===== config.mk =====
export PLATFORM = sky130hd
export DESIGN_NAME = dma_res_buf
export DESIGN_NICKNAME = d
export VERILOG_FILES = /design/src/rtl/dma_res_pkg.sv /design/src/rtl/dma_res_store.sv /design/src/rtl/dma_res_ctrl.sv /design/src/rtl/dma_res_buf.sv
export SDC_FILE = /design/constraint.sdc
export NUM_CORES = 1
export LEC_CHECK = 0
export CORE_MARGIN = 4
export CORE_UTILIZATION = 40
export CTS_BUF_LIST = sky130_fd_sc_hd__clkbuf_8
export CTS_CLUSTER_DIAMETER = 120
export DETAILED_ROUTE_END_ITERATION = 12
export HOLD_SLACK_MARGIN = 0.06
export PLACE_DENSITY = 0.7
export SLEW_MARGIN = 15
export SYNTH_ARGS = -nofsm -noshare
export SYNTH_HDL_FRONTEND = slang
export SYNTH_SLANG_ARGS = --single-unit
export TNS_END_PERCENT = 30

===== constraint.sdc =====
create_clock -name clk_i -period 6.9 [get_ports clk_i]
set_input_delay 2.07 -clock clk_i [delete_from_list [all_inputs] [get_ports clk_i]]
set_output_delay 2.07 -clock clk_i [all_outputs]
set_load 0.05 [all_outputs]

===== src/rtl/dma_res_pkg.sv =====
package dma_res_pkg;
  localparam int HW_W    = 16;
  localparam int N_HW    = 4;
  localparam int BLK_W   = HW_W * N_HW;
  localparam int PTR_W   = $clog2(N_HW);
  localparam int BLK_OFF = $clog2(BLK_W / 8);

  localparam logic [2:0] REG_RES_LO = 3'd0;
  localparam logic [2:0] REG_RES_HI = 3'd1;
  localparam logic [2:0] REG_PTR    = 3'd2;
  localparam logic [2:0] REG_ADDR   = 3'd3;
  localparam logic [2:0] REG_LEN    = 3'd4;
  localparam logic [2:0] REG_CTRL   = 3'd5;

  typedef enum logic [1:0] {ST_IDLE, ST_XFER, ST_MEM} xfer_state_e;
endpackage


===== src/rtl/dma_res_store.sv =====
module dma_res_store
  import dma_res_pkg::*;
(
  input  logic             clk_i,
  input  logic             rst_ni,
  input  logic [1:0]       sw_we_i,
  input  logic [31:0]      sw_wdata_i,
  input  logic             hw_we_i,
  input  logic [PTR_W-1:0] hw_idx_i,
  input  logic [HW_W-1:0]  hw_data_i,
  input  logic             blk_we_i,
  input  logic [BLK_W-1:0] blk_data_i,
  output logic [BLK_W-1:0] res_o
);
  localparam int HW_PER_WORD = 32 / HW_W;

  for (genvar i = 0; i < N_HW; i++) begin : g_hw
    logic [HW_W-1:0] hw_q;
    // block load wins over stream fill, stream over software
    always_ff @(posedge clk_i or negedge rst_ni) begin
      if (!rst_ni) hw_q <= '0;
      else if (blk_we_i) hw_q <= blk_data_i[i*HW_W +: HW_W];
      else if (hw_we_i && hw_idx_i == PTR_W'(i)) hw_q <= hw_data_i;
      else if (sw_we_i[i/HW_PER_WORD])
        hw_q <= sw_wdata_i[(i%HW_PER_WORD)*HW_W +: HW_W];
    end
    assign res_o[i*HW_W +: HW_W] = hw_q;
  end
endmodule


===== src/rtl/dma_res_ctrl.sv =====
module dma_res_ctrl
  import dma_res_pkg::*;
#(
  parameter int ADDR_W = 32,
  parameter int LEN_W  = 16
) (
  input  logic                      clk_i,
  input  logic                      rst_ni,
  input  logic                      start_i,
  input  logic                      dir_i,
  input  logic                      ptr_we_i,
  input  logic [PTR_W-1:0]          ptr_wdata_i,
  input  logic                      addr_we_i,
  input  logic [ADDR_W-1:BLK_OFF]   addr_wdata_i,
  input  logic                      len_we_i,
  input  logic [LEN_W-1:0]          len_wdata_i,
  input  logic                      dev_in_valid_i,
  input  logic                      dev_out_ready_i,
  input  logic                      mem_ack_i,
  output logic                      busy_o,
  output logic                      dir_o,
  output logic                      done_o,
  output logic [PTR_W-1:0]          ptr_o,
  output logic [ADDR_W-1:0]         blk_addr_o,
  output logic [LEN_W-1:0]          len_o,
  output logic                      hw_we_o,
  output logic                      blk_we_o,
  output logic                      dev_in_ready_o,
  output logic                      dev_out_valid_o,
  output logic                      mem_req_o,
  output logic                      mem_we_o
);
  localparam logic [PTR_W-1:0] PTR_LAST = PTR_W'(N_HW - 1);

  xfer_state_e                state_q;
  logic [PTR_W-1:0]           ptr_q;
  logic [ADDR_W-1:BLK_OFF]    blk_q;
  logic [LEN_W-1:0]           len_q, cnt_q;
  logic                       dir_q, done_q;
  logic                       step, last;

  assign step = (state_q == ST_XFER) && (dir_q ? dev_out_ready_i : dev_in_valid_i);
  assign last = (cnt_q == LEN_W'(1));

  always_ff @(posedge clk_i or negedge rst_ni) begin
    if (!rst_ni) begin
      state_q <= ST_IDLE;
      ptr_q   <= '0;
      blk_q   <= '0;
      len_q   <= '0;
      cnt_q   <= '0;
      dir_q   <= 1'b0;
      done_q  <= 1'b0;
    end else begin
      unique case (state_q)
        ST_IDLE: begin
          if (ptr_we_i)  ptr_q <= ptr_wdata_i;
          if (addr_we_i) blk_q <= addr_wdata_i;
          if (len_we_i)  len_q <= len_wdata_i;
          if (start_i) begin
            dir_q  <= dir_i;
            cnt_q  <= len_q;
            done_q <= (len_q == '0);
            if (len_q != '0) state_q <= ST_XFER;
          end
        end
        ST_XFER: begin
          if (step) begin
            ptr_q <= ptr_q + 1'b1;
            cnt_q <= cnt_q - 1'b1;
            if (dir_q) begin
              // no fetch once the count is spent
              if (last) begin
                state_q <= ST_IDLE;
                done_q  <= 1'b1;
              end else if (ptr_q == PTR_LAST) begin
                state_q <= ST_MEM;
              end
            end else begin
              // a full block is flushed even on the final halfword
              if (ptr_q == PTR_LAST) begin
                state_q <= ST_MEM;
              end else if (last) begin
                state_q <= ST_IDLE;
                done_q  <= 1'b1;
              end
            end
          end
        end
        ST_MEM: begin
          if (mem_ack_i) begin
            blk_q <= blk_q + 1'b1;
            if (!dir_q && cnt_q == '0) begin
              state_q <= ST_IDLE;
              done_q  <= 1'b1;
            end else begin
              state_q <= ST_XFER;
            end
          end
        end
        default: state_q <= ST_IDLE;
      endcase
    end
  end

  assign busy_o          = (state_q != ST_IDLE);
  assign dir_o           = dir_q;
  assign done_o          = done_q;
  assign ptr_o           = ptr_q;
  assign blk_addr_o      = {blk_q, {BLK_OFF{1'b0}}};
  assign len_o           = len_q;
  assign hw_we_o         = step && !dir_q;
  assign blk_we_o        = (state_q == ST_MEM) && dir_q && mem_ack_i;
  assign dev_in_ready_o  = (state_q == ST_XFER) && !dir_q;
  assign dev_out_valid_o = (state_q == ST_XFER) && dir_q;
  assign mem_req_o       = (state_q == ST_MEM);
  assign mem_we_o        = !dir_q;
endmodule


===== src/rtl/dma_res_buf.sv =====
module dma_res_buf
  import dma_res_pkg::*;
#(
  parameter int ADDR_W = 32,
  parameter int LEN_W  = 16
) (
  input  logic              clk_i,
  input  logic              rst_ni,
  input  logic              reg_we_i,
  input  logic [2:0]        reg_addr_i,
  input  logic [31:0]       reg_wdata_i,
  output logic [31:0]       reg_rdata_o,
  input  logic              dev_in_valid_i,
  input  logic [15:0]       dev_in_data_i,
  output logic              dev_in_ready_o,
  output logic              dev_out_valid_o,
  output logic [15:0]       dev_out_data_o,
  input  logic              dev_out_ready_i,
  output logic              mem_req_o,
  output logic              mem_we_o,
  output logic [ADDR_W-1:0] mem_addr_o,
  output logic [63:0]       mem_wdata_o,
  input  logic [63:0]       mem_rdata_i,
  input  logic              mem_ack_i,
  output logic              done_o
);
  logic [BLK_W-1:0]  res;
  logic [PTR_W-1:0]  ptr;
  logic [ADDR_W-1:0] blk_addr;
  logic [LEN_W-1:0]  len;
  logic              busy, dir, hw_we, blk_we;
  logic              wr_ok;
  logic [1:0]        sw_res_we;

  assign wr_ok     = reg_we_i && !busy;
  assign sw_res_we = {wr_ok && reg_addr_i == REG_RES_HI,
                      wr_ok && reg_addr_i == REG_RES_LO};

  dma_res_store i_store (
    .clk_i      (clk_i),
    .rst_ni     (rst_ni),
    .sw_we_i    (sw_res_we),
    .sw_wdata_i (reg_wdata_i),
    .hw_we_i    (hw_we),
    .hw_idx_i   (ptr),
    .hw_data_i  (dev_in_data_i),
    .blk_we_i   (blk_we),
    .blk_data_i (mem_rdata_i),
    .res_o      (res)
  );

  dma_res_ctrl #(.ADDR_W(ADDR_W), .LEN_W(LEN_W)) i_ctrl (
    .clk_i           (clk_i),
    .rst_ni          (rst_ni),
    .start_i         (wr_ok && reg_addr_i == REG_CTRL && reg_wdata_i[0]),
    .dir_i           (reg_wdata_i[1]),
    .ptr_we_i        (wr_ok && reg_addr_i == REG_PTR),
    .ptr_wdata_i     (reg_wdata_i[PTR_W-1:0]),
    .addr_we_i       (wr_ok && reg_addr_i == REG_ADDR),
    .addr_wdata_i    (reg_wdata_i[ADDR_W-1:BLK_OFF]),
    .len_we_i        (wr_ok && reg_addr_i == REG_LEN),
    .len_wdata_i     (reg_wdata_i[LEN_W-1:0]),
    .dev_in_valid_i  (dev_in_valid_i),
    .dev_out_ready_i (dev_out_ready_i),
    .mem_ack_i       (mem_ack_i),
    .busy_o          (busy),
    .dir_o           (dir),
    .done_o          (done_o),
    .ptr_o           (ptr),
    .blk_addr_o      (blk_addr),
    .len_o           (len),
    .hw_we_o         (hw_we),
    .blk_we_o        (blk_we),
    .dev_in_ready_o  (dev_in_ready_o),
    .dev_out_valid_o (dev_out_valid_o),
    .mem_req_o       (mem_req_o),
    .mem_we_o        (mem_we_o)
  );

  assign dev_out_data_o = res[{ptr, 4'b0000} +: HW_W];
  assign mem_addr_o     = blk_addr;
  assign mem_wdata_o    = res;

  always_comb begin
    unique case (reg_addr_i)
      REG_RES_LO: reg_rdata_o = res[31:0];
      REG_RES_HI: reg_rdata_o = res[63:32];
      REG_PTR:    reg_rdata_o = 32'(ptr);
      REG_ADDR:   reg_rdata_o = 32'(blk_addr);
      REG_LEN:    reg_rdata_o = 32'(len);
      REG_CTRL:   reg_rdata_o = {29'd0, done_o, dir, busy};
      default:    reg_rdata_o = '0;
    endcase
  end
endmodule


==> results.yml <==
cells_and_area:
  multi_input_area_um2: 5426
  postLayoutCellArea_um2: 12630
  antenna_cells: 0
  area_growth_pct: 39.29
  drive_above_1_share_pct: 16.14
  nFillCells: 1971
  seq_area_um2: 3278
  final_common_cell: "clkdlybuf4s50_1"
  fin_nets: 1327
  final_cell_mix: "clkdlybuf4s50_1, dfrtp_1, nand2_1"
clock_tree:
  cts_tree: "built"
  clk_path_buf_depth: 2
  clk_latency_ns: 0.46
  post_cts_buffers: 0
  clk_pin_slew_ns: 0.08
  cts_root_buffer: "clkbuf_8"
  cts_htree_levels: 4
  cts-buffers-inserted: 17
  cts.sinks: 131
  hold_buffers: 0
  ctsResizeCount: 0
routing:
  drt_iter0_drc: 792
  avgViaCountPerCell: 6.135
  dr_total_vias: 9129
  ant_nets: 0
  avgRoutedWirePerCell_um: 25.51
  drt_wl_total_mm: 37.96
  drc: 0
  dr.pass1.iters: 8
setup_path:
  cp.arrival_ns: 4.41
  start_kind: "primary input"
  critPathKind: "primary input to output port"
  r2r_cells: 9
  required_ns: 4.83
  crit_fanout: 13
  worst_setup_path_end_kind: "output port"
synth:
  synth.cell_area_um2: 9070
  synth_edf_count: 0
  ys_top_cells_by_area: "dfrtp_1, mux2i_1, mux2_2"
  synth.avg_cell_area_um2: 9.399
  synthArstFlopShare_pct: 100.0
  yosys.cell_types.count: 59
  synthFlopType: "dfrtp_1"
  yosysSeqAreaShare_pct: 36.14
  yosysWarnings: 0
  yosysTopAreaCellShare_pct: 36.14
  ys_seq_elements: 131
  syn_inst: 965
  yosysTopAreaCell: "dfrtp_1"
global_route:
  grt_max_degree: 72
  antenna_found_initial: 3
  grt_first_pass_wirelength_mm: 56.26
  grt_pass1_vias: 8829
  grt-ovfl-total: 0
  track_usage_pct: 29.87
floorplanning:
  start_util_pct: 41.05
  die_h_um: 158.6
  die_area_um2: 25150
  rows: 54
  die_x_um: 158.6
  io_pins: 270
  coreArea_um2: 22090
sta:
  finalHoldViolCount: 0
  rsz0062_at_grt: "no"
  setup-tns-final_ns: 0
  max_clock_freq_ghz: 0.1544
  finalClockSkew_ns: 0.01217
  drv_slew: 0
  period_needed_ns: 6.475
  max-slew-margin-rel_pct: 21.46
  worst_pin_slew_ns: 1.176
  period_share_pct: 93.85
  setup_viol: 0
run:
  drv_cap: 0
placement:
  gp_congestion: 0.9780
  io_buffers: 266
  dpl_cell_area_um2: 12240
  dpl.hpwl_mm: 28.37
status:
  status: "finished clean"
power:
  cellPowerDensity_nw_per_um2: 537.7
  ir_worst_vdd_mv: 0.3857
  p_leak_nw: 5.265
worst_hold_path:
  min_delay_path_depth: 1
  min_path_type: "flip-flop to flip-flop"
[where the power goes]
| group | internal, mW | leakage, nW | switching (mW) |
|---|---|---|---|
| Sequential | 1.15 | 1.59 | 0.692 |
| Clock | 0.323 | 0.190 | 0.346 |
| Combinational | 1.65 | 3.49 | 2.63 |
[logic make-up after synthesis]
| family | count (synthesis) | share of synthesized area, % |
|---|---|---|
| AND/OR/NAND/NOR | 279 | 14.46 |
| AO/OA/AOI/OAI | 247 | 17.52 |
| multiplexers | 202 | 25.96 |
| flip-flops | 131 | 36.14 |
| buffers and inverters | 94 | 4.359 |
| adder cells (fa/ha/maj) | 11 | 1.517 |
| other | 1 | 0.04135 |
[cell usage after synthesis, types with 11 or more instances]
cell type and n:
a21oi_1 42, a221o_1 20, a22o_1 14, a22oi_1 14, buf_1 11, buf_2 25
clkbuf_1 40, dfrtp_1 131, ha_1 11, inv_1 14, mux2_2 75, mux2i_1 101
mux4_2 18, nand2_1 109, nand3_1 21, nand4_1 14, nor2_1 70, nor3_1 11
o21ai_0 99, o22ai_1 12
[sequential cells by signal, indices dropped and copies added (netlist names)]
signal             cells
i_ctrl.cnt_q          16
i_store.g_hw.hw_q     64
i_ctrl.dir_o           1
i_ctrl.state_q         2
i_ctrl.ptr_o           2
i_ctrl.done_o          1
i_ctrl.blk_q          29
i_ctrl.len_o          16
[through the flow]
stage	util [%]	power, mW	instances	worst slack (ns)	hold WS [ns]
after floorplan	-	4.409	967	0.4137	0.5106
after global placement	55.40	6.044	1456	0.4471	0.5359
after detailed placement	55.40	6.091	1456	0.4122	0.5365
after CTS	57.18	6.768	1488	0.4050	0.5658
after global routing	57.18	7.088	1488	0.3423	0.5768
final	57.18	6.793	1488	0.4247	0.5747
[worst max-delay path, cell delays in order]
cell,delay [ns]
clkdlybuf4s50_1,0.65
and2_1,0.20
nor2b_1,0.92
a221o_1,0.40
buf_12,0.16
[final timing paths]
check | start | to | slack (ns)
setup reg to reg | i_ctrl.state_q[0] | i_store.g_hw[3].hw_q[13] | 3.61
hold / removal | i_store.g_hw[1].hw_q[6] | i_store.g_hw[1].hw_q[6] | 0.57
setup / recovery | reg_addr_i[1] | reg_rdata_o[3] | 0.42
max in group asynchronous | rst_ni | i_store.g_hw[1].hw_q[12] | 3.76
hold reg to reg | i_store.g_hw[1].hw_q[6] | i_store.g_hw[1].hw_q[6] | 0.57
min in group asynchronous | rst_ni | i_ctrl.len_o[4] | 1.70
[area by class of cell]
cell class / instances / area share [%]
Multi-Input combinational cell: 742 / 42.95
Sequential cell: 131 / 25.95
Timing Repair Buffer: 288 / 24.76
Tap cell: 280 / 2.773
Clock buffer: 17 / 1.852
Clock inverter: 15 / 1.268
Inverter: 15 / 0.4457
[per-layer routing]
metal	global-route usage (%)	share of wire, %	vias up	wire length (um)
met5	0	0.047	-	18
met3	7.094	8.9	74	3396
met4	9.464	3.0	2	1147
met1	41.14	41	4481	15690
met2	46.64	47	501	17710
li1	-	-	4071	-
No activity file was read; power rests on OpenSTA's default activity.
